==> src/rtl/nvm_clkdiv_pkg.sv <==
package nvm_clkdiv_pkg;
    localparam int DIV_W     = 6;
    localparam int PRE_RATIO = 8;
    localparam int REG_W     = DIV_W + 2;
    localparam int PRE_W     = $clog2(PRE_RATIO);

    typedef struct packed {
        logic             loaded;
        logic             pre8;
        logic [DIV_W-1:0] div;
    } cfg_t;
endpackage

==> src/rtl/nvm_clkdiv_cfg.sv <==
module nvm_clkdiv_cfg
    import nvm_clkdiv_pkg::*;
(
    input  logic             clk,
    input  logic             rst_n,
    input  logic             wr_en,
    input  logic [REG_W-1:0] wr_data,
    output cfg_t             cfg
);
    cfg_t cfg_d, cfg_q;

    always_comb begin
        cfg_d = cfg_q;
        if (wr_en && !cfg_q.loaded) begin
            cfg_d.loaded = 1'b1;
            cfg_d.pre8   = wr_data[DIV_W];
            cfg_d.div    = wr_data[DIV_W-1:0];
        end
    end

    always_ff @(posedge clk or negedge rst_n) begin
        if (!rst_n) cfg_q <= '0;
        else        cfg_q <= cfg_d;
    end

    assign cfg = cfg_q;
endmodule

==> src/rtl/nvm_clkdiv_pre.sv <==
module nvm_clkdiv_pre
    import nvm_clkdiv_pkg::*;
(
    input  logic clk,
    input  logic rst_n,
    input  logic run,
    input  logic pre8,
    output logic stb
);
    localparam logic [PRE_W-1:0] LAST = PRE_W'(PRE_RATIO - 1);

    typedef struct packed {
        logic [PRE_W-1:0] cnt;
    } pre_st_t;

    pre_st_t st_d, st_q;

    always_comb begin
        st_d = st_q;
        if (!run || !pre8)          st_d.cnt = '0;
        else if (st_q.cnt == LAST)  st_d.cnt = '0;
        else                        st_d.cnt = st_q.cnt + 1'b1;
    end

    always_ff @(posedge clk or negedge rst_n) begin
        if (!rst_n) st_q <= '0;
        else        st_q <= st_d;
    end

    assign stb = run && (!pre8 || (st_q.cnt == LAST));
endmodule

==> src/rtl/nvm_clkdiv_cnt.sv <==
module nvm_clkdiv_cnt
    import nvm_clkdiv_pkg::*;
(
    input  logic             clk,
    input  logic             rst_n,
    input  logic             run,
    input  logic             stb,
    input  logic [DIV_W-1:0] div,
    output logic             tick
);
    typedef struct packed {
        logic [DIV_W-1:0] cnt;
    } div_st_t;

    div_st_t st_d, st_q;
    logic    at_end;

    assign at_end = (st_q.cnt == div);

    always_comb begin
        st_d = st_q;
        if (!run)        st_d.cnt = '0;
        else if (stb)    st_d.cnt = at_end ? '0 : st_q.cnt + 1'b1;
    end

    always_ff @(posedge clk or negedge rst_n) begin
        if (!rst_n) st_q <= '0;
        else        st_q <= st_d;
    end

    assign tick = run && stb && at_end;
endmodule

==> src/rtl/nvm_clkdiv.sv <==
module nvm_clkdiv
    import nvm_clkdiv_pkg::*;
(
    input  logic       clk,
    input  logic       rst_n,
    input  logic       wr_en,
    input  logic [7:0] wr_data,
    output logic [7:0] rd_data,
    output logic       tick,
    output logic       pgm_enable
);
    cfg_t cfg;
    logic pre_stb;

    nvm_clkdiv_cfg u_cfg (
        .clk     (clk),
        .rst_n   (rst_n),
        .wr_en   (wr_en),
        .wr_data (wr_data),
        .cfg     (cfg)
    );

    nvm_clkdiv_pre u_pre (
        .clk   (clk),
        .rst_n (rst_n),
        .run   (cfg.loaded),
        .pre8  (cfg.pre8),
        .stb   (pre_stb)
    );

    nvm_clkdiv_cnt u_cnt (
        .clk   (clk),
        .rst_n (rst_n),
        .run   (cfg.loaded),
        .stb   (pre_stb),
        .div   (cfg.div),
        .tick  (tick)
    );

    assign rd_data    = cfg;
    assign pgm_enable = cfg.loaded;
endmodule

==> config.mk <==
export PLATFORM = sky130hd
export DESIGN_NAME = nvm_clkdiv
export DESIGN_NICKNAME = d
export VERILOG_FILES = /design/src/rtl/nvm_clkdiv_pkg.sv /design/src/rtl/nvm_clkdiv_cfg.sv /design/src/rtl/nvm_clkdiv_pre.sv /design/src/rtl/nvm_clkdiv_cnt.sv /design/src/rtl/nvm_clkdiv.sv
export SDC_FILE = /design/constraint.sdc
export NUM_CORES = 1
export LEC_CHECK = 0
export ABC_AREA = 1
export BUFFER_PORTS_ARGS = -buffer_cell sky130_fd_sc_hd__buf_4
export CORE_ASPECT_RATIO = 0.8
export CORE_MARGIN = 1.5
export CORE_UTILIZATION = 51
export DETAILED_ROUTE_END_ITERATION = 10
export GPL_ROUTABILITY_DRIVEN = 0
export PLACE_DENSITY = 0.76
export SLEW_MARGIN = 25
export SYNTH_ARGS = -nofsm -noshare
export SYNTH_HDL_FRONTEND = slang
export SYNTH_HIERARCHICAL = 1
export SYNTH_SLANG_ARGS = --single-unit
==> constraint.sdc <==
create_clock -name clk -period 1.9 [get_ports clk]
set_input_delay 0.095 -clock clk [delete_from_list [all_inputs] [get_ports clk]]
set_output_delay 0.095 -clock clk [all_outputs]
set_load 0.03 [all_outputs]
==> run metrics, run 1 <==
Starting Density=between 50% and 60%; Final Cycle Share=a little under 90%; DR vias/cell=~4.7; maximum VDD drop=roughly 0.5 mV; Worst R2R End=u_cnt/st_q[4]$_DFFE_PN0P_; internal power=between 400 and 500 uW; Sw Ratio=a little over a fifth; PortBufs=19; minimum clock period=approximately 1700 ps; DIE AREA=0.00205 sq mm; post-synthesis sequential area ratio=a little under half; initial DRC count=11; post-CTS sizing=0; share of power burned in registers=between 60% and 70%; status=completed; I/O Pins=21; worst-case clock buffer depth=2; CP Launch Type=flop; reg2reg start=u_pre/st_q[0]$_DFF_PN0_; fmax=approximately 0.59 GHz; CTS root buffer=clkbuf_4; unrepaired setup endpoints after global routing=no; Chip Width=about 50 microns; DRT Wirelength=around 1600 microns; Worst slew margin=73.8%; Max Cap Violations=0; Gate Count Post-Synth=about 130; synthesized net count=roughly 140; worst r2r path cells=9; vias in the first global route=between 600 and 700; Clock power frac=33.0%; WHS=about 26 ps; core box area=about 0.0016 sq mm; first-pass GRT wire length=around 2800 microns; TritonCTS Buffers=3; Worst Clk Skew=~8.5 ps; vias after detailed routing=795; Sw Pwr=approximately 120 uW; Gate power share=between 4 and 5%; antenna violations before repair=0; R2R setup slack=around 400 ps; CTS H-tree depth=1; endpoints failing hold=0; yosys warns=6; Layout area overhead=21.2%; Reg clk slew, reported paths=100 ps; Yosys cell types=16; Avg Inst Size Synth=approximately 7.3 sq um; CP max FO=4; CP Capture Type=output pin; static leakage=about 0.63 nW; Global Route Usage Sum=between 10% and 20%; drt pass-1 iters=4; Tightest Hold Check Type=in2reg; final setup fails=0; layout cells sized above 1=roughly a fifth; hold endpoint=u_cfg/cfg[2]$_DFFE_PN0P_; setup total negative slack=0 ps; crit path DAT=approximately 1600 ps; number of remaining DRC errors=0; Cell Area, Synth=911 sq um; die height=between 40 and 50 microns; Layout Utilization=approximately two thirds; pin count of the biggest net entering global routing=18; clock latency on the worst-skew pair=between 200 and 300 ps; WL/cell=approximately 9.7 microns; worst-margin pin slew=between 300 and 400 ps; Inserted Diodes=0; nets@finish=162; CTS tree=built; row count=13; worst hold path stage count=3; Post-DP HPWL=approximately 1300 microns; DRT antenna net count=0; Req. time, crit path=about 1800 ps; Power Dens Cells=approximately 520 mW/mm^2; Final Max Slew Viols=0; Clock Sinks=17; Yosys reg bits=17; Crit Path Category=reg2out; Overflow after GRT=0; worst hold start=wr_data[2]
## synthesized netlist by cell type
cell	number	share of area, %
nand2_1	48	20
inv_1	18	7.4
dfrtp_1	17	47
nand3_1	14	7.7
nor2_1	12	4.9
ha_1	3	4.1
a21oi_1	2	1.1
buf_4	2	1.6
nand2_2	2	1.4
inv_2	1	0.41
nand3_2	1	1.1
nor2_2	1	0.69
o21a_1	1	0.82
o21ai_0	1	0.55
or2_2	1	0.69
xor2_1	1	0.96
## critical path, stage by stage, from the launching register on
cell	delay, ps
dfrtp_1	360
ha_1	150
ha_1	150
inv_1	50
a21oi_1	150
nand2_1	140
nor2_1	130
buf_4	170
## metrics by stage
step,setup slack (ps),instances,area [sq um],power (mW)
finish,214,169,1100,0.576
global route,63.8,169,1100,0.607
global placement,440,164,1070,0.391
floorplan,432,125,911,0.372
detailed placement,418,164,1070,0.392
CTS,201,169,1100,0.584
## sequential cells by signal (all words and copies together), names as in the netlist
name        count
u_cfg/cfg       8
u_cnt/st_q      6
u_pre/st_q      3
## area by class of cell
| type | count | area [sq um] |
|---|---|---|
| sequential | 17 | 425 |
| clock inverter | 1 | 5.00 |
| fill | 147 | 539 |
| timing repair buffer | 20 | 153 |
| inverter | 19 | 71.3 |
| clock buffer | 3 | 22.5 |
| tap | 22 | 27.5 |
| multi-input combinational | 87 | 399 |
## layer usage
| layer | track usage, % | wire (microns) | share of wire (%) | vias up |
|---|---|---|---|---|
| met4 | 4.17 | 17 | 1.0 | 0 |
| met2 | 30.9 | 705 | 43 | 18 |
| met5 | 0 | 0 | 0 | - |
| met3 | 7.66 | 88 | 5.4 | 2 |
| met1 | 24.5 | 821 | 50 | 350 |
| li1 | - | - | - | 425 |
## cells by family after synthesis
kind of cell             synth area share (%)
AO/OA/AOI/OAI                            2.47
XOR/XNOR                                0.962
adder cells (fa/ha/maj)                  4.12
buffers and inverters                    9.48
flip-flops                               46.7
AND/OR/NAND/NOR                          36.3
## placed cells by master, fill, tap and decap left out
master	count
nor2_2	1
or2_2	1
nand2_2	2
nand2_1	48
xor2_1	1
ha_1	3
inv_2	1
inv_1	18
clkbuf_4	3
o21ai_0	1
nor2_1	12
nand3_2	1
dfrtp_1	17
dlygate4sd3_1	1
nand3_1	14
buf_4	19
a21oi_1	2
o21a_1	1
clkinv_2	1
## what timing repair did
item                                   4_1_cts  5_1_grt
buffers inserted                             0        0
endpoints found under the hold margin       17        0
hold buffers                                 1        0
## how the worst max path moves through the flow
stage / end / cells past startpoint / from / slack (ps)
after detailed placement: u_cnt/st_q[4]$_DFFE_PN0P_ / 7 / u_pre/st_q[0]$_DFF_PN0_ / 420
after floorplan: tick / 4 / u_cfg/cfg[7]$_DFFE_PN0P_ / 430
final: tick / 7 / u_pre/st_q[0]$_DFF_PN0_ / 210
after global placement: u_cnt/st_q[4]$_DFFE_PN0P_ / 9 / u_pre/st_q[0]$_DFF_PN0_ / 440
after global routing: tick / 7 / u_pre/st_q[0]$_DFF_PN0_ / 60
after CTS: tick / 7 / u_pre/st_q[0]$_DFF_PN0_ / 200
## power by group through the flow
stage / sequential, mW / combinational, mW / clock [mW]
2_1_floorplan: 0.369 / 0.00332 / 0
3_3_place_gp: 0.369 / 0.0226 / 0
3_5_place_dp: 0.369 / 0.0235 / 0
4_1_cts: 0.362 / 0.0251 / 0.197
5_1_grt: 0.362 / 0.0282 / 0.217
6_report: 0.362 / 0.0244 / 0.190
Note: power is estimated with default switching activity, not from simulation.
==> run 2, diff against run 1 <==
--- a/config.mk
+++ b/config.mk
@@ -5,14 +5,12 @@
 export SDC_FILE = /design/constraint.sdc
 export NUM_CORES = 1
 export LEC_CHECK = 0
-export ABC_AREA = 1
 export BUFFER_PORTS_ARGS = -buffer_cell sky130_fd_sc_hd__buf_4
 export CORE_ASPECT_RATIO = 0.8
 export CORE_MARGIN = 1.5
-export CORE_UTILIZATION = 51
+export CORE_UTILIZATION = 32
 export DETAILED_ROUTE_END_ITERATION = 10
 export GPL_ROUTABILITY_DRIVEN = 0
-export PLACE_DENSITY = 0.76
 export SLEW_MARGIN = 25
 export SYNTH_ARGS = -nofsm -noshare
 export SYNTH_HDL_FRONTEND = slang
==> run metrics, run 2 <==
Synth area leader=dfrtp_1; endpoints failing hold=0 (unchanged); Worst slew margin=73.4% (-0.35 points); Overflow after GRT=0 (unchanged); post-synthesis sequential area ratio=48.9% (+2.2 points); WHS=35.5 ps (+9.21 ps); Tightest Hold Check Type=in2reg; Avg Inst Size Synth=13.4 sq um (+84%); I/O Pins=21 (unchanged); status=completed; Starting Density=34.8% (-21 points); cell count after placement=118 (-28%); setup total negative slack=0 ps (unchanged); TritonCTS Buffers=3 (unchanged); nets@finish=108 (-33%); DRT antenna net count=0 (unchanged); layout cells sized above 1=46.2% (+27 points); Reg clk slew, reported paths=90 ps (about the same); Max Cap Violations=0 (unchanged); vias in the first global route=599 (-5.5%); most frequent cell after synthesis=dfrtp_1; final setup fails=0 (unchanged); Final Cycle Share=93.7% (+5.0 points); Chip Width=61.3 microns (+22%); drt pass-1 iters=4 (unchanged); worst-case clock buffer depth=2 (unchanged); Final Cell Area=0.00113 sq mm (+2.2%); synthesized net count=79 (-43%); placed inst area=0.00104 sq mm (-2.6%); Clock Sinks=17 (unchanged); PortBufs=19 (unchanged); top-area cell type share of the netlist area=48.9% (+2.2 points); die height=49.6 microns (+22%); Power Dens Cells=1020 mW/mm^2 (+95%); maximum VDD drop=0.512 mV (+0.21%); commonest non-fill, non-tap cells in the layout=24 x buf_4, 16 x dfrtp_1, 7 x mux2_4, 5 x xor2_1, 5 x xnor2_1; Final Max Slew Viols=0 (unchanged); share of flip-flops with an asynchronous set or reset=100% (unchanged); initial DRC count=5 (-6); CTS tree=built; crit path DAT=1690 ps (+100 ps); DRT Wirelength=1740 microns (+6.4%); top post-synthesis cells by area=dfrtp_1 49%, mux2_4 12%, xnor2_1 5.0%; Inserted Diodes=0 (unchanged); Layout area overhead=29.6%; clock latency on the worst-skew pair=280 ps (about the same); Global Route Usage Sum=12.6% (-6.5 points); number of remaining DRC errors=0 (unchanged); first-pass GRT wire length=2840 microns (+2.0%); CP max FO=5 (+1); Req. time, crit path=1800 ps (about the same); Largest register FFs=8 (unchanged); worst hold path stage count=2 (-1); minimum clock period=1780 ps (+94.7 ps); yosys warns=6 (unchanged); Worst Clk Skew=2.36 ps (-6.15 ps); Yosys reg bits=17 (unchanged); Yosys cell types=25 (+9); vias after detailed routing=607 (-24%); DR vias/cell=4.71 (about the same); commonest non-fill, non-tap cell in the layout=buf_4; Layout Utilization=45.1% (-22 points); Main synth FF type=dfrtp_1; Gate Count Post-Synth=65 (-48%); Cell Area, Synth=870 sq um (-4.5%); worst r2r path cells=6 (-3); CP Launch Type=flop; Crit Path Category=reg2out; Post-synth top cells=17 x dfrtp_1, 7 x mux2_4, 5 x xnor2_1, 5 x xor2_1, 4 x a32o_1; CP Capture Type=output pin; core box area=0.00250 sq mm (+52%); worst-margin pin slew=398 ps (+5.87 ps); post-route insts no fill=129 (-24%); CTS root buffer=clkbuf_4; CTS H-tree depth=1 (unchanged); WL/cell=13.5 microns (+39%); antenna violations before repair=0 (unchanged); fmax=0.562 GHz (-5.3%); DIE AREA=0.00304 sq mm (+48%); row count=16 (+3); static leakage=0.544 nW (-14%); number of synthesized flops with an enable pin=0 (unchanged); pin count of the biggest net entering global routing=18 (unchanged); Post-DP HPWL=1160 microns (-8.8%)
==> run 2: what timing repair did <==
item	in CTS	in global routing
endpoints found under the hold margin	17	1
hold buffers	1	1
gates resized for setup	0	2
setup endpoints to repair	0	1
buffers inserted	0	5
==> run 2: per-layer routing <==
metal	vias up	part of all wire, %	global-route usage, %	routed length (microns)
li1	289	-	-	-
met5	-	0	0	0
met4	0	1.0	4.35	18
met3	2	4.3	2.62	75
met2	18	50	18.6	860
met1	298	45	18.2	782
==> run 2: worst paths after layout <==
kind                       slack [ps]                   endpoint                       from
hold reg to reg                   490    u_pre/st_q[0]$_DFF_PN0_    u_pre/st_q[0]$_DFF_PN0_
setup / recovery                  120                       tick  u_cnt/st_q[4]$_DFFE_PN0P_
setup reg to reg                  150  u_cnt/st_q[5]$_DFFE_PN0P_  u_cnt/st_q[4]$_DFFE_PN0P_
max in group asynchronous        1490  u_cnt/st_q[3]$_DFFE_PN0P_                      rst_n
hold / removal                     40   u_cfg/cfg[4]$_DFFE_PN0P_                 wr_data[4]
min in group asynchronous         220  u_cnt/st_q[4]$_DFFE_PN0P_                      rst_n
==> run 2: metrics by stage <==
stage,total power [mW],setup slack [ps]
floorplan,0.802,240
global placement,0.901,354
detailed placement,0.922,298
CTS,1.12,43.0
global route,1.24,-8.48
finish,1.15,119
==> run 2: logic make-up after synthesis <==
group / synth area share (%)
flip-flops: 48.9
AND/OR/NAND/NOR: 14.2
AO/OA/AOI/OAI: 7.77
XOR/XNOR: 10.1
adder cells (fa/ha/maj): 4.32
multiplexers: 12.1
buffers and inverters: 2.59
==> run 2: power by group <==
part | internal, mW | switching (mW)
sequential | 0.437 | 0.116
combinational | 0.229 | 0.178
clock | 0.0814 | 0.104
==> run 2: worst max-delay path, stage by stage (launching register included) <==
cell and delay (ps):
dfrtp_1 430, xor2_1 190, nor4_2 320, nand3_2 180, nor2_1 120, buf_4 170
==> run 2: area by class of cell <==
cell class / instances / area (sq um)
fillers: 242 / 1380
clock buffers: 4 / 26.3
well taps: 36 / 45.0
flip-flops and latches: 17 / 427
repair buffers: 26 / 200
multi-input cells: 45 / 425
inverters: 1 / 3.75
